===== config.mk =====
export PLATFORM = sky130hd
export DESIGN_NAME = octal_dac_front
export DESIGN_NICKNAME = d
export VERILOG_FILES = /design/src/rtl/odac_pkg.sv /design/src/rtl/odac_decode.sv /design/src/rtl/odac_byteseq.sv /design/src/rtl/odac_chan.sv /design/src/rtl/octal_dac_front.sv
export SDC_FILE = /design/constraint.sdc
export NUM_CORES = 1
export LEC_CHECK = 0
export ABC_AREA = 1
export BUFFER_PORTS_ARGS = -buffer_cell sky130_fd_sc_hd__buf_2
export CAP_MARGIN = 5
export CORE_MARGIN = 4
export CORE_UTILIZATION = 45
export CTS_CLUSTER_DIAMETER = 30
export CTS_CLUSTER_SIZE = 14
export DETAILED_ROUTE_END_ITERATION = 6
export PLACE_DENSITY = 0.72
export RECOVER_POWER = 25
export REMOVE_ABC_BUFFERS = 1
export SETUP_SLACK_MARGIN = 0.4
export SYNTH_ARGS = -nofsm -noshare
export SYNTH_HDL_FRONTEND = slang
export SYNTH_HIERARCHICAL = 1
export SYNTH_SLANG_ARGS = --single-unit

===== constraint.sdc =====
create_clock -name clk -period 2.1 [get_ports clk]
set_clock_uncertainty 0.15 [all_clocks]
set_input_delay 0.315 -clock clk [delete_from_list [all_inputs] [get_ports clk]]
set_output_delay 0.315 -clock clk [all_outputs]
set_load 0.05 [all_outputs]

===== src/rtl/odac_pkg.sv =====
package odac_pkg;
    localparam int SEL_B     = 0;
    localparam int SYS_FMT_B = 1;
    localparam int SYS_COD_B = 2;
    localparam int SYS_PWR_B = 3;
    localparam int SYS_STB_B = 4;
    localparam int SYS_CLR_B = 5;
    localparam int CH_BIAS_B = 1;
    localparam int CH_SUB_B  = 3;
    localparam int CH_RUN_B  = 4;
    localparam int CH_CLR_B  = 5;
    localparam int BIAS_W    = 2;

    typedef struct packed {
        logic byte_fmt;
        logic offset_bin;
        logic pwr_on;
        logic sys_stby;
        logic sys_clr;
    } sys_ctl_t;

    typedef struct packed {
        logic [BIAS_W-1:0] bias;
        logic              sub_sel;
        logic              run;
        logic              clr;
    } ch_ctl_t;
endpackage


===== src/rtl/odac_decode.sv =====
module odac_decode #(
    parameter int NUM_CH = 8,
    parameter int AW     = 3
) (
    input  logic              wr_en,
    input  logic              mode_sel,
    input  logic [AW-1:0]     addr,
    input  logic              sel_bit,
    output logic              sys_we,
    output logic [NUM_CH-1:0] ctl_we,
    output logic [NUM_CH-1:0] dat_we
);
    assign sys_we = wr_en & ~mode_sel & ~sel_bit;

    for (genvar i = 0; i < NUM_CH; i++) begin : g_dec
        logic hit;
        assign hit       = (addr == AW'(i));
        assign ctl_we[i] = wr_en & ~mode_sel & sel_bit & hit;
        assign dat_we[i] = wr_en & mode_sel & hit;
    end
endmodule


===== src/rtl/odac_byteseq.sv =====
module odac_byteseq #(
    parameter int NUM_CH = 8,
    parameter int AW     = 3
) (
    input  logic              clk,
    input  logic              rst_n,
    input  logic              wr_en,
    input  logic              mode_sel,
    input  logic [AW-1:0]     addr,
    input  logic [NUM_CH-1:0] dat_we,
    output logic              hi_half
);
    typedef struct packed {
        logic [AW:0]       last_key;
        logic              last_vld;
        logic [NUM_CH-1:0] half;
    } seq_t;

    seq_t seq_d, seq_q;
    logic restart;

    always_comb begin
        seq_d   = seq_q;
        restart = wr_en && (!seq_q.last_vld || ({mode_sel, addr} != seq_q.last_key));
        hi_half = restart ? 1'b0 : seq_q.half[addr];
        if (wr_en) begin
            seq_d.last_key = {mode_sel, addr};
            seq_d.last_vld = 1'b1;
            if (restart) seq_d.half = '0;
            if (|dat_we) seq_d.half[addr] = ~hi_half;
        end
    end

    always_ff @(posedge clk) begin
        if (!rst_n) seq_q <= '0;
        else        seq_q <= seq_d;
    end
endmodule


===== src/rtl/odac_chan.sv =====
module odac_chan
    import odac_pkg::*;
#(
    parameter int DW = 10
) (
    input  logic              clk,
    input  logic              rst_n,
    input  logic              ctl_we,
    input  logic              dat_we,
    input  logic [DW-1:0]     wdata,
    input  logic              byte_fmt,
    input  logic              hi_half,
    input  logic              offset_bin,
    input  logic              sys_clr,
    input  logic              load,
    output logic [DW-1:0]     main_o,
    output logic [DW-1:0]     sub_o,
    output logic              run_o,
    output logic [BIAS_W-1:0] bias_o
);
    localparam int LO_W = DW - 2;

    typedef struct packed {
        ch_ctl_t       ctl;
        logic [DW-1:0] in_main;
        logic [DW-1:0] in_sub;
        logic [DW-1:0] out_main;
        logic [DW-1:0] out_sub;
    } chan_t;

    chan_t st_d, st_q;
    logic          to_sub;
    logic [DW-1:0] upd;

    function automatic logic [DW-1:0] to_offset(input logic [DW-1:0] x, input logic ob);
        return ob ? x : {~x[DW-1], x[DW-2:0]};
    endfunction

    always_comb begin
        st_d   = st_q;
        to_sub = byte_fmt ? wdata[SEL_B] : st_q.ctl.sub_sel;
        upd    = to_sub ? st_q.in_sub : st_q.in_main;
        if (!byte_fmt)    upd            = wdata;
        else if (!hi_half) upd[LO_W-1:0]  = wdata[DW-1:2];
        else              upd[DW-1:LO_W] = wdata[DW-1:LO_W];

        if (ctl_we) begin
            st_d.ctl.bias    = wdata[CH_BIAS_B +: BIAS_W];
            st_d.ctl.sub_sel = wdata[CH_SUB_B];
            st_d.ctl.run     = wdata[CH_RUN_B];
            st_d.ctl.clr     = wdata[CH_CLR_B];
        end
        if (dat_we) begin
            if (to_sub) st_d.in_sub  = upd;
            else        st_d.in_main = upd;
        end
        if (load) begin
            st_d.out_main = to_offset((st_q.ctl.clr | sys_clr) ? '0 : st_q.in_main, offset_bin);
            st_d.out_sub  = to_offset(st_q.in_sub, offset_bin);
        end
    end

    always_ff @(posedge clk) begin
        if (!rst_n) begin
            st_q         <= '0;
            st_q.ctl.run <= 1'b1;
        end else begin
            st_q <= st_d;
        end
    end

    assign main_o = st_q.out_main;
    assign sub_o  = st_q.out_sub;
    assign run_o  = st_q.ctl.run;
    assign bias_o = st_q.ctl.bias;
endmodule


===== src/rtl/octal_dac_front.sv =====
module octal_dac_front
    import odac_pkg::*;
#(
    parameter int NUM_CH = 8,
    parameter int DW     = 10,
    localparam int AW    = $clog2(NUM_CH)
) (
    input  logic                     clk,
    input  logic                     rst_n,
    input  logic                     wr_en,
    input  logic                     mode_sel,
    input  logic [AW-1:0]            addr,
    input  logic [DW-1:0]            wdata,
    input  logic                     load,
    output logic [NUM_CH*DW-1:0]     main_code,
    output logic [NUM_CH*DW-1:0]     sub_code,
    output logic [NUM_CH-1:0]        stby_o,
    output logic [NUM_CH*BIAS_W-1:0] bias_sel,
    output logic                     pwr_down
);
    sys_ctl_t          sys_d, sys_q;
    logic              sys_we, hi_half;
    logic [NUM_CH-1:0] ctl_we, dat_we, run;
    logic              sys_clr_w, coding_ob_w;

    always_comb begin
        sys_d = sys_q;
        if (sys_we) begin
            sys_d.byte_fmt   = wdata[SYS_FMT_B];
            sys_d.offset_bin = wdata[SYS_COD_B];
            sys_d.pwr_on     = wdata[SYS_PWR_B];
            sys_d.sys_stby   = wdata[SYS_STB_B];
            sys_d.sys_clr    = wdata[SYS_CLR_B];
        end
    end

    always_ff @(posedge clk) begin
        if (!rst_n) sys_q <= '{byte_fmt: 1'b0, offset_bin: 1'b0, pwr_on: 1'b1,
                               sys_stby: 1'b1, sys_clr: 1'b0};
        else        sys_q <= sys_d;
    end

    assign sys_clr_w   = sys_q.sys_clr;
    assign coding_ob_w = sys_q.offset_bin;
    assign pwr_down    = ~sys_q.pwr_on;

    odac_decode #(.NUM_CH(NUM_CH), .AW(AW)) u_dec (
        .wr_en(wr_en), .mode_sel(mode_sel), .addr(addr), .sel_bit(wdata[SEL_B]),
        .sys_we(sys_we), .ctl_we(ctl_we), .dat_we(dat_we)
    );

    odac_byteseq #(.NUM_CH(NUM_CH), .AW(AW)) u_seq (
        .clk(clk), .rst_n(rst_n), .wr_en(wr_en), .mode_sel(mode_sel),
        .addr(addr), .dat_we(dat_we), .hi_half(hi_half)
    );

    for (genvar i = 0; i < NUM_CH; i++) begin : g_ch
        odac_chan #(.DW(DW)) u_ch (
            .clk(clk), .rst_n(rst_n), .ctl_we(ctl_we[i]), .dat_we(dat_we[i]),
            .wdata(wdata), .byte_fmt(sys_q.byte_fmt), .hi_half(hi_half),
            .offset_bin(sys_q.offset_bin), .sys_clr(sys_q.sys_clr), .load(load),
            .main_o(main_code[i*DW +: DW]), .sub_o(sub_code[i*DW +: DW]),
            .run_o(run[i]), .bias_o(bias_sel[i*BIAS_W +: BIAS_W])
        );
        assign stby_o[i] = sys_q.sys_stby | ~run[i];
    end
endmodule


==> results of run 1 <==
-- worst register-to-register path, delay by kind of cell, from the launching register on --
family | cells | cell delay, ps
AND/OR/NAND/NOR | 11 | 920
buffers and inverters | 5 | 480
flip-flops | 1 | 320
-- cell type report --
type | count | area, µm² | area share [%]
antenna | 2 | 5.00 | 0.0197
multi-input combinational | 1697 | 9280 | 36.5
tap | 539 | 674 | 2.65
sequential | 378 | 7580 | 29.8
timing repair buffer | 371 | 2910 | 11.4
inverter | 509 | 1970 | 7.72
clock inverter | 48 | 623 | 2.45
clock buffer | 110 | 2420 | 9.49
-- final timing paths --
path	endpoint	slack (ps)	cells past startpoint
setup / recovery	g_ch[0].u_ch/st_q[36]	150	16
setup reg to reg	g_ch[0].u_ch/st_q[36]	150	16
hold / removal	sys_q[1]	20	3
hold reg to reg	g_ch[3].u_ch/main_o[4]	300	2
-- layer usage --
metal,up-vias,track usage (%)
met1,8940,31.2
met3,158,4.88
met2,769,40.5
li1,9307,-
met4,0,10.1
met5,-,0
-- power by group --
group	switching (W)	internal [W]
clock	0.00431	0.00947
combinational	0.00194	0.000805
sequential	0.000135	0.00744
total	0.00638	0.0177
-- per-stage QoR --
stage	setup WS (ps)	TNS [ps]	util (%)	hold slack [ps]
2_1_floorplan	-141	-20620	-	249
3_3_place_gp	-163	-15000	47.9	289
3_5_place_dp	-165	-20660	47.9	294
4_1_cts	158	0	58.0	0.228
5_1_grt	29.6	0	60.3	14.8
6_report	151	0	60.3	20.9
-- timing repair --
item / in CTS / in global routing
setup buffers: 3 / 4
gates resized for setup: 271 / 374
endpoints found under the setup margin: 222 / 279
cloned: 8 / 0
hold endpoints to repair: 33 / 0
pin swaps: 162 / 129
hold buffers: 24 / 0
-- flip-flops by register name (all words and copies together) (netlist names), 3 cells and up --
signal	cells
g_ch.u_ch/bias_o	16
g_ch.u_ch/main_o	80
g_ch.u_ch/run_o	8
g_ch.u_ch/st_q	176
g_ch.u_ch/sub_o	80
sys_q	3
u_seq/seq_q	13
-- synthesized netlist by cell type, drive strengths merged --
master	number	share of area, %
dfxtp	378	39
and2	1	0.032
nor2	126	2.6
o211ai	1	0.065
a21oi	322	8.3
nand2	574	12
inv	501	9.7
o21ai	203	5.2
nor3	1	0.026
o21bai	8	0.31
buf	251	9.4
xnor2	8	0.36
nand4	2	0.065
clkinv	8	0.16
xor2	8	0.36
a21boi	3	0.12
clkbuf	41	0.85
nand3	440	12
-- layout by cell type (no fill, tap or decap), types with 16 or more instances in the layout --
cell	count
nand2_1	423
nor2_2	16
clkbuf_1	23
buf_6	24
o21ai_0	198
nand3_1	293
nor2_1	99
clkbuf_4	83
clkbuf_16	89
buf_2	82
inv_2	81
dfxtp_1	368
clkinv_2	22
nand2_4	33
a21oi_1	321
inv_1	404
buf_4	118
dlygate4sd3_1	24
nand2_2	115
nand3_2	132
-- kinds of logic after synthesis --
| logic type | Yosys count |
|---|---|
| xor+xnor | 16 |
| compound gates | 537 |
| flops | 378 |
| simple gates | 1144 |
| buf+inv | 801 |
==> results.md, run 1 <==
* Hold_sp: rst_n
* Initial DRC count at ~1600
* Status: complete, but fails checks
* Std cell rows at 75
* Sequential area share after synthesis at between 30 and 40%
* Synth Area in XOR/XNOR at less than 1%
* Largest family of logic cells by synthesized area: simple AND/OR/NAND/NOR gates
* Pins over their slew limit at 0
* CTS sink count at roughly 380
* Worst-skew pair later-pin latency at ~610 ps
* GRT overflow at 0
* Leakage at approximately 12 nW
* Area growth syn-to-layout at 31.4%
* Crit path largest cell delay at roughly 320 ps
* Pwr Density at roughly 950 mW/mm²
* CP endpoint kind: flip-flop
* Final period utilization at just over 90%
* Final hold viol count at 0
* Worst slew margin at a little under an eighth
* Max Used Layer: met4
* Ys Warns at 6
* Mapped cell area at 0.0194 mm²
* CTS clk-pin slew, worst paths at about 50 ps
* Worst vdd ir at around 600 µV
* Slowest CP cell: dfxtp_2
* Avg Cell Area, Syn at ~6.7 µm²
* Core Region at ~0.042 mm²
* Setup CP Type: flip-flop to flip-flop
* Critical Path RT at roughly 2500 ps
* Tmin final at about 2000 ps
* Final nets at approximately 3100
* HP Class: input pin to flip-flop
* Dpl cell area at slightly above 0.02 mm²
* Final ANT Viol Nets at 0
* I/O pin cnt at a little over 200
* Buffer depth of the longest clock path at 3
* Num CTS Buffers at 87
* Pwr Total at around 0.024 W
* Root Driver: clkbuf_16
* Failing checks: design-rule violations
* FF-to-FF Start: u_seq/seq_q[10]
* Adder-Cell Fraction of Synth Area at 0%
* Most Frequent Cell on Critical Path: nand2_2
* Vias in the first global route at 18300
* DR vias/cell at around 5.2
* Largest net degree at the start of global routing at 93
* FMAX at approximately 500 MHz
* Share of layout cells above drive strength 1 at roughly 30%
* Worst EP arrival at approximately 2300 ps
* DRC violations left at 4
* Post-synthesis sequential element count at approximately 380
* Die height at around 220 µm
* RSZ-0062 raised after global routing: yes
* First drt pass iteration count at 7
* Wire length per cell at 16.4 µm
* Gpl congestion at between 0.9 and 1
* Crit-path cells: nand2_1 -> nand3_4 -> nor2_4 -> nand2_2 -> nand2_4 -> nand2_4 -> inv_4 -> buf_12 -> nor2_4 -> buf_6 -> nand2_2 -> nand2_1 -> inv_2 -> nand3_2 -> nand2_2 -> inv_2
* # fillers at around 3700
* Initial antenna violation count at 1
* Worst-margin pin slew at 1330 ps
* Design area at 0.0255 mm²
* Met2 wire length at 28500 µm
* Worst-path fanout max at 8
* Delay-heaviest family, CP: simple AND/OR/NAND/NOR gates
* Dpl cells at about 3500
* Starting density of the core at 45.9%
* Met1 WL at between 20000 and 30000 µm
* All-Layer GR Usage at around a quarter
* Synth Area in Compound Gates at between 10 and 15%
* CP startpoint: u_seq/seq_q[10]
* Die Area at 0.0464 mm²
* Detail Placement HPWL at between 30000 and 40000 µm
* First-pass GRT wire length at 94200 µm
* Simple-Gate Fraction of Synth Area at about a quarter
* Die W at approximately 220 µm
* Routed vias at about 19000
* Cell count after synthesis at around 2900
* Non-Filler Instances at roughly 3700
* Max Cap Viol at 0
* Startpoint types: flip-flop
* Post-Route WL at between 50000 and 60000 µm
* Port Buffers at ~200
* Distinct cells, synth at 31
* Final setup fails at 0
* Met3 Wirelength at about 4000 µm
* Multiplexer share of the synthesized area at 0%
* Worst path buffer plus inverter count at 5
* CTS tree: yes
* # H-tree levels at 3
No activity file was read; power rests on OpenSTA's default activity.
==> run 2: changes to the inputs <==
Settings changed: CORE_UTILIZATION 45 to 35, PLACE_DENSITY 0.72 to 0.58.
Clock period 2.1 ns to 2.35 ns, I/O delays scaled along.
==> run 2 against run 1 <==
Effect of this change: highest routed layer is now met5; register-to-register slack improved by 250 ps; critical endpoint is now u_seq/seq_q[6]; the run now ends clean; sequential cell count stayed put; largest power group unchanged; critical path type is now input pin to flip-flop; routed wire length down 0.36%; sequential share of layout area is 0.42 points higher; clock power increased by 5%; die area is 27% higher; via count decreased by 4.5%; worst setup slack better by 130 ps; clock-buffer cell count is 23 higher; global-route usage fell by 5.2 points.
==> results.md, run 2 (same netlist as run 1, synthesis figures left out) <==
* Final ANT Viol Nets at 0
* Commonest non-fill, non-tap cell in the layout: nand2_1
* Final nets at between 3000 and 4000
* Worst EP arrival at around 2500 ps
* I/O pin cnt at 203
* Worst slew margin at around 45%
* Routed vias at 18300
* Worst-skew pair later-pin latency at 630 ps
* CP endpoint kind: flip-flop
* Wire length per cell at about 16 µm
* Setup TNS at 0 ps
* Gpl congestion at between 0.8 and 0.9
* Die W at roughly 240 µm
* Hold_sp: addr[1]
* Leakage at around 12 nW
* Comb pwr share at a little under a tenth
* Final period utilization at between 80 and 90%
* Die Area at between 0.05 and 0.06 mm²
* Worst vdd ir at 551 µV
* Fin util at a little under half
* Hold endpoint: u_seq/seq_q[6]
* Non-Filler Instances at approximately 3800
* Root Driver: clkbuf_16
* CTS sink count at approximately 380
* Num CTS Buffers at 103
* R2r endpoint: g_ch[1].u_ch/st_q[21]
* # H-tree levels at 3
* Pwr Density at approximately 940 mW/mm²
* Setup CP Type: input pin to flip-flop
* Final hold viol count at 0
* Starting density of the core at 35.6%
* Initial DRC count at approximately 1400
* CTS tree: yes
* Most frequent cells in the layout: 447 x nand2_1, 418 x inv_1, 369 x dfxtp_1
* Area growth syn-to-layout at 29.5%
* Startpoint types: input pin
* Detail Placement HPWL at between 30000 and 40000 µm
* Clock Power Share at 61.6%
* RSZ-0062 raised after global routing: yes
* DR vias/cell at between 4 and 5
* Largest net degree at the start of global routing at 75
* Vias in the first global route at roughly 17000
* FMAX at 483 MHz
* Most flops, register: g_ch.u_ch/st_q
* Buffer depth of the longest clock path at 3
* Max Cap Viol at 0
* CTS clk-pin slew, worst paths at about 40 ps
* Port Buffers at between 200 and 250
* Largest register FFs at about 180
* Initial antenna violation count at 6
* DRC violations left at 0
* Core Region at 0.0543 mm²
* Std cell rows at 85
* Worst reg2reg path depth at 17
* Worst-path fanout max at 37
* Tmin final at just over 2000 ps
* Final setup fails at 0
* Cells on Worst Hold Path at 5
* FF-to-FF Start: u_seq/seq_q[9]
* R2R setup slack at 400 ps
* Worst-margin pin slew at roughly 830 ps
* First drt pass iteration count at 5
* Net Sw Frac at 25.5%
* Int Pwr at around 0.017 W
* Net switching power at ~0.006 W
* Share of layout cells above drive strength 1 at approximately 27%
* Dpl cells at between 3000 and 4000
* Design area at roughly 0.025 mm²
* First-pass GRT wire length at a little over 90000 µm
* Sequential share of power at around 29%
* Pwr Total at roughly 0.023 W
* GRT overflow at 0
* All-Layer GR Usage at approximately a fifth
* Pins over their slew limit at 0
* Dpl cell area at 0.0201 mm²
* HP Class: input pin to flip-flop
* Die height at ~240 µm
* Post-Route WL at around 60000 µm
* Status: completed
* Critical Path RT at between 2000 and 3000 ps
-- run 2: cell types whose count changed in the layout (fill, tap and decap cells not counted), moves of 12 or more --
cell	delta
inv_1	+14
nand2_2	-15
inv_4	-14
clkbuf_4	-81
nand3_2	-25
clkinv_4	+12
clkbuf_16	+18
nand3_4	-15
dlygate4sd3_1	-18
nand3_1	+40
buf_2	+109
nand2_1	+24
buf_4	-52
-- run 2: final cells by class --
class / instances / area [µm²]
fillers: 5568 / 29300
multi-input cells: 1697 / 8820
repair buffers: 311 / 2110
inverters: 509 / 1980
well taps: 739 / 925
flip-flops and latches: 378 / 7580
clock buffers: 133 / 2930
diodes: 4 / 10.0
clock inverters: 57 / 734
-- run 2: per-stage QoR --
step / setup WS [ps] / hold slack (ps)
2_1_floorplan: 109 / 278
3_3_place_gp: 27.0 / 289
3_5_place_dp: -1.22 / 292
4_1_cts: 334 / 21.5
5_1_grt: 204 / 81.5
6_report: 279 / 90.0
-- run 2: power by group through the flow --
stage                     clock network, W  logic (W)  registers [W]
final                               0.0145    0.00226        0.00676
after global routing                0.0151    0.00245        0.00678
after CTS                           0.0147    0.00212        0.00676
after detailed placement                 0    0.00205        0.00687
after global placement                   0    0.00205        0.00687
after floorplan                          0   0.000741        0.00740
-- run 2: worst max-delay path by stage --
| stage | endpoint | cells after the start | from |
|---|---|---|---|
| global placement | g_ch[5].u_ch/st_q[37] | 16 | addr[2] |
| CTS | stby_o[7] | 4 | sys_q[1] |
| finish | u_seq/seq_q[6] | 5 | rst_n |
| detailed placement | g_ch[5].u_ch/st_q[21] | 16 | addr[2] |
| floorplan | g_ch[4].u_ch/st_q[20] | 7 | sys_q[4] |
| global route | g_ch[2].u_ch/main_o[9] | 6 | load |
-- run 2: metal layers --
layer	wire length (µm)	vias up	GRT usage, %
li1	-	9245	-
met1	27800	8369	26.1
met2	26400	577	29.6
met3	4060	127	5.01
met4	1540	2	7.01
met5	13	-	0
-- run 2: worst max-delay path, stage by stage --
cell and delay (ps):
dlygate4sd3_1 540, buf_6 340, clkbuf_2 660, inv_1 320, a21oi_1 210
-- run 2: what timing repair did --
| action | in CTS | in global routing |
|---|---|---|
| cloned | 2 | 7 |
| setup endpoints to repair | 142 | 170 |
| pin swaps | 1 | 110 |
| hold buffers | 6 | 0 |
| endpoints found under the hold margin | 12 | 0 |
| setup buffers | 3 | 2 |
| resized for setup | 55 | 339 |
